==> src/rtl/wp_seq.sv <==
module wp_seq #(
  parameter int AW = 17,
  parameter int DW = 8,
  parameter int LANES = 4,
  parameter logic [AW-1:0] KEY_A = 17'h05555,
  parameter logic [AW-1:0] KEY_B = 17'h02AAA,
  parameter logic [DW-1:0] D_AA = 8'hAA,
  parameter logic [DW-1:0] D_55 = 8'h55,
  parameter logic [DW-1:0] D_ON = 8'hA0,
  parameter logic [DW-1:0] D_OFF1 = 8'h80,
  parameter logic [DW-1:0] D_OFF2 = 8'h20,
  localparam int LW = (LANES > 1) ? $clog2(LANES) : 1
) (
  input  logic             clk,
  input  logic             rst_n,
  input  logic             wr_vld_i,
  input  logic [LW-1:0]    wr_lane_i,
  input  logic [AW-1:0]    wr_addr_i,
  input  logic [DW-1:0]    wr_data_i,
  input  logic [LANES-1:0] win_end_i,
  output logic [LANES-1:0] acc_o,
  output logic [LANES-1:0] dum_o,
  output logic [LANES-1:0] prot_o
);

  typedef enum logic [2:0] {
    S_IDLE, S_K1, S_K2, S_K3, S_K4, S_K5, S_LON, S_LOFF
  } st_e;

  logic k_aa, k_55, k_on, k_off1, k_off2;

  assign k_aa   = (wr_addr_i == KEY_A) && (wr_data_i == D_AA);
  assign k_55   = (wr_addr_i == KEY_B) && (wr_data_i == D_55);
  assign k_on   = (wr_addr_i == KEY_A) && (wr_data_i == D_ON);
  assign k_off1 = (wr_addr_i == KEY_A) && (wr_data_i == D_OFF1);
  assign k_off2 = (wr_addr_i == KEY_A) && (wr_data_i == D_OFF2);

  for (genvar g = 0; g < LANES; g++) begin : g_lane
    st_e  st_q, st_base, st_d;
    logic prot_q = 1'b0;
    logic prot_eff, hit, fresh, acc_d, dum_d, acc_q, dum_q;

    assign hit = wr_vld_i && (wr_lane_i == LW'(g));

    always_comb begin
      st_base  = win_end_i[g] ? S_IDLE : st_q;
      prot_eff = prot_q;
      if (win_end_i[g] && st_q == S_LON)  prot_eff = 1'b1;
      if (win_end_i[g] && st_q == S_LOFF) prot_eff = 1'b0;
      st_d  = st_base;
      acc_d = 1'b0;
      dum_d = 1'b0;
      fresh = 1'b0;
      if (hit) begin
        case (st_base)
          S_K1: if (k_55) st_d = S_K2; else fresh = 1'b1;
          S_K2: begin
            if (k_on)        st_d = S_LON;
            else if (k_off1) st_d = S_K3;
            else             fresh = 1'b1;
          end
          S_K3: if (k_aa)   st_d = S_K4;   else fresh = 1'b1;
          S_K4: if (k_55)   st_d = S_K5;   else fresh = 1'b1;
          S_K5: if (k_off2) st_d = S_LOFF; else fresh = 1'b1;
          S_LON, S_LOFF: acc_d = 1'b1;
          default: fresh = 1'b1;
        endcase
        if (fresh) begin
          if (k_aa) begin
            st_d = S_K1;
          end else begin
            st_d  = S_IDLE;
            acc_d = !prot_eff;
            dum_d = prot_eff;
          end
        end
      end
    end

    always_ff @(posedge clk) prot_q <= prot_eff;

    always_ff @(posedge clk) begin
      if (!rst_n) begin
        st_q  <= S_IDLE;
        acc_q <= 1'b0;
        dum_q <= 1'b0;
      end else begin
        st_q  <= st_d;
        acc_q <= acc_d;
        dum_q <= dum_d;
      end
    end

    assign acc_o[g]  = acc_q;
    assign dum_o[g]  = dum_q;
    assign prot_o[g] = prot_q;
  end

endmodule

==> config.mk <==
export PLATFORM = sky130hd
export DESIGN_NAME = wp_seq
export DESIGN_NICKNAME = d
export VERILOG_FILES = /design/src/rtl/wp_seq.sv
export SDC_FILE = /design/constraint.sdc
export NUM_CORES = 1
export LEC_CHECK = 0
export CORE_MARGIN = 8
export CORE_UTILIZATION = 29
export CTS_CLUSTER_DIAMETER = 150
export CTS_CLUSTER_SIZE = 25
export DETAILED_ROUTE_END_ITERATION = 8
export HOLD_SLACK_MARGIN = 0.03
export PLACE_DENSITY = 0.49
export SYNTH_ARGS = -nofsm -noshare
export SYNTH_HDL_FRONTEND = slang
export SYNTH_SLANG_ARGS = --single-unit
==> constraint.sdc <==
create_clock -name clk -period 2.36 [get_ports clk]
set_input_delay 0.472 -clock clk [delete_from_list [all_inputs] [get_ports clk]]
set_output_delay 0.472 -clock clk [all_outputs]
set_load 0.05 [all_outputs]
==> run summary <==
Status: completed
Gate Count Post-Synth: 257
Drt pass-1 iters: 4
Mapped Nets: 291
Most used cell, CP: nor4b_4
Number of synthesized flops with an enable pin: 0
Routed WL: 6550 um
Minimum clock period: 2.26 ns
Routed WL per cell: 15.0 um
Vias/cell: 5.06
Register area: 480 um2
Core Rows: 30
Sequential fraction of design power: 49.3%
Area of the core: 6790 um2
Worst-case clock skew: 0.000905 ns
Final Util: 45.7%
#FFs+latches synth: 24
WHS: 0.513 ns
CP startpoint kind: input pin
Finish-stage setup viols: 0
Dpl hpwl: 4990 um
Clk_lat worst skew: 0.27 ns
Root Driver: clkbuf_8
Starting DRC count in detailed routing: 92
Net switching fraction of the power: 25.8%
Placer Congestion: 0.861
I/O Buffers: 45
CP arrival: 2.45 ns
Critical Path RT: 2.55 ns
Synth area leader: dfxtp_1
Largest net degree at the start of global routing: 15
Leak: 1.22 nW
Die H: 100 um
Maxcap violations: 0
Compound-Gate Fraction of Synth Area: 22.7%
Clock power share: 29.8%
Final Slew Violations: 0
Placed Area: 2840 um2
GRT Util Overall: 12.9%
Register area share after synthesis: 23.5%
First-pass GRT wire length: 10800 um
Die width: 100 um
DRC: 0
Fin crit share: 95.7%
Xor/xnor cell area share of the yosys netlist: 1.29%
Combinational Power Share: 20.9%
CP Capture Type: register
Clk slew on worst S/H paths: 0.09 ns
CP Class: in2reg
Largest family of logic cells by synthesized area: simple AND/OR/NAND/NOR gates
Net Switching: 0.000213 W
Proportion of layout cells with a drive suffix above 1: 37.8%
Cell area power density: 265 nW/um2
Design area: 3110 um2
Endpoints failing hold: 0
Clk buf depth: 2
Post-synthesis mux area share: 1.16%
Pre-CTS WS: -0.625 ns
Hold buffer count at CTS: 0
Initial antenna violation count: 0
Crit-path slowest cell: a311oi_4
Fmax: 443 MHz
Synth Area in Simple Gates: 43.0%
RSZ-0062 raised after global routing: true
Layout Nets: 377
Worst path max stage delay: 0.35 ns
Max VDD drop: 0.244 mV
Worst slew pin tran: 0.505 ns
Hold Path Class: reg2reg
Top cells by area, synth: dfxtp_1 (24%), nand2_1 (5.1%), buf_4 (4.4%)
Slew HR: 66.2%
Critical path cell sequence: buf_8, nor4b_4, nand4_4, buf_6, nor4b_4, mux2i_2, a311oi_4, o221ai_2, a211oi_2
ANT nets after route: 0
Cts bufs inserted: 3
Adder-cell area share of the yosys netlist: 0%
Worst path top cell family by delay: simple AND/OR/NAND/NOR gates
CTS tree: done
Post-synth ARST share: 0%
Synth Cell Area: 2040 um2
Yosys warning count: 0
# IOs: 46
H-tree level count: 1
Area of the multi-input gates: 1570 um2
CP max FO: 5
Clock Sinks: 24
Most used flip-flop cell after synthesis: dfxtp_1
Gr ovfl total: 0
Cell Int Power: 0.000612 W
Most common cell after layout, fill and taps aside: buf_4
FILL cells: 692
Final worst slack: 0.102 ns
Syn avg cell area: 7.96 um2
Leading cell types in the layout, fill and taps excluded: buf_4 (59), nand2_1 (25), dfxtp_1 (24)
Vias after detailed routing: 2213
Area growth, synth to finish: 52.0%
Synth unique cells: 60
CP Buf/Inv Count: 2
Synth top area share: 23.5%
Vias in the first global route: 2237
Die area: 9990 um2
Initial core utilization: 30.1%
Ant. Diodes: 0
## metrics by stage
step	instances	setup TNS, ns	total power, W
finish	437	0	0.000824
detailed placement	421	-10.40	0.000585
floorplan	257	0	0.000467
CTS	426	0	0.000833
global route	437	-0.0231	0.000861
global placement	421	-10.31	0.000585
## power groups by stage
stage	Combinational, W	Sequential (W)	Clock (W)
after CTS	0.000167	0.000407	0.000259
after detailed placement	0.000169	0.000416	0
final	0.000172	0.000407	0.000245
after floorplan	0.0000507	0.000416	0
after global placement	0.000169	0.000416	0
after global routing	0.000184	0.000407	0.000271
## final cells by class
class	count	area share (%)
Sequential cell	24	15.5
Timing Repair Buffer	107	27.8
Inverter	7	0.846
Clock buffer	3	1.33
Tap cell	96	3.87
Multi-Input combinational cell	200	50.7
## path summary, 6_finish.rpt
check | start | to | slack, ns | cells after the start
min | g_lane[2].prot_q | g_lane[2].prot_q | 0.51 | 2
max | wr_data_i[6] | g_lane[1].st_q[1] | 0.10 | 9
max reg2reg | g_lane[1].st_q[1] | g_lane[1].st_q[1] | 0.50 | 7
min reg2reg | g_lane[2].prot_q | g_lane[2].prot_q | 0.51 | 2
## registers in the layout, indices dropped and copies added, names as in the netlist
register	cells
g_lane.st_q	12
g_lane.acc_q	4
g_lane.dum_q	4
g_lane.prot_q	4
## kinds of logic after synthesis
logic type / Yosys count
flip-flops: 24
buffers and inverters: 33
AO/OA/AOI/OAI: 63
multiplexers: 2
AND/OR/NAND/NOR: 132
XOR/XNOR: 3
## Yosys cell counts, drive strengths merged (8+ instances only)
master	number
a21oi	9
a31oi	10
buf	15
clkbuf	11
dfxtp	24
nand2	28
nand3	10
nand4	9
nor2	13
nor2b	8
nor3	11
nor4b	13
o21ai	13
## timing repair
action / in CTS / in global routing
hold endpoints to repair: 0 / 0
endpoints found under the setup margin: 20 / 18
resized for setup: 50 / 59
pin swaps: 24 / 20
setup buffers: 3 / 12
cloned: 0 / 0
## routing by layer
metal	wire length (um)	share of wire (%)	GRT usage, %
met3	201	3.1	2.49
met1	3070	47	16.6
met5	0	0	0
met2	3250	50	22.1
met4	29	0.44	1.75
## worst reg2reg max path: stages (launching register included)
cell,delay [ns]
dfxtp_1,0.32
inv_1,0.16
nand4_1,0.15
o32ai_2,0.34
a21oi_2,0.11
a311oi_4,0.29
o221ai_2,0.16
a211oi_2,0.26
Power figures use the tool's default switching activity.
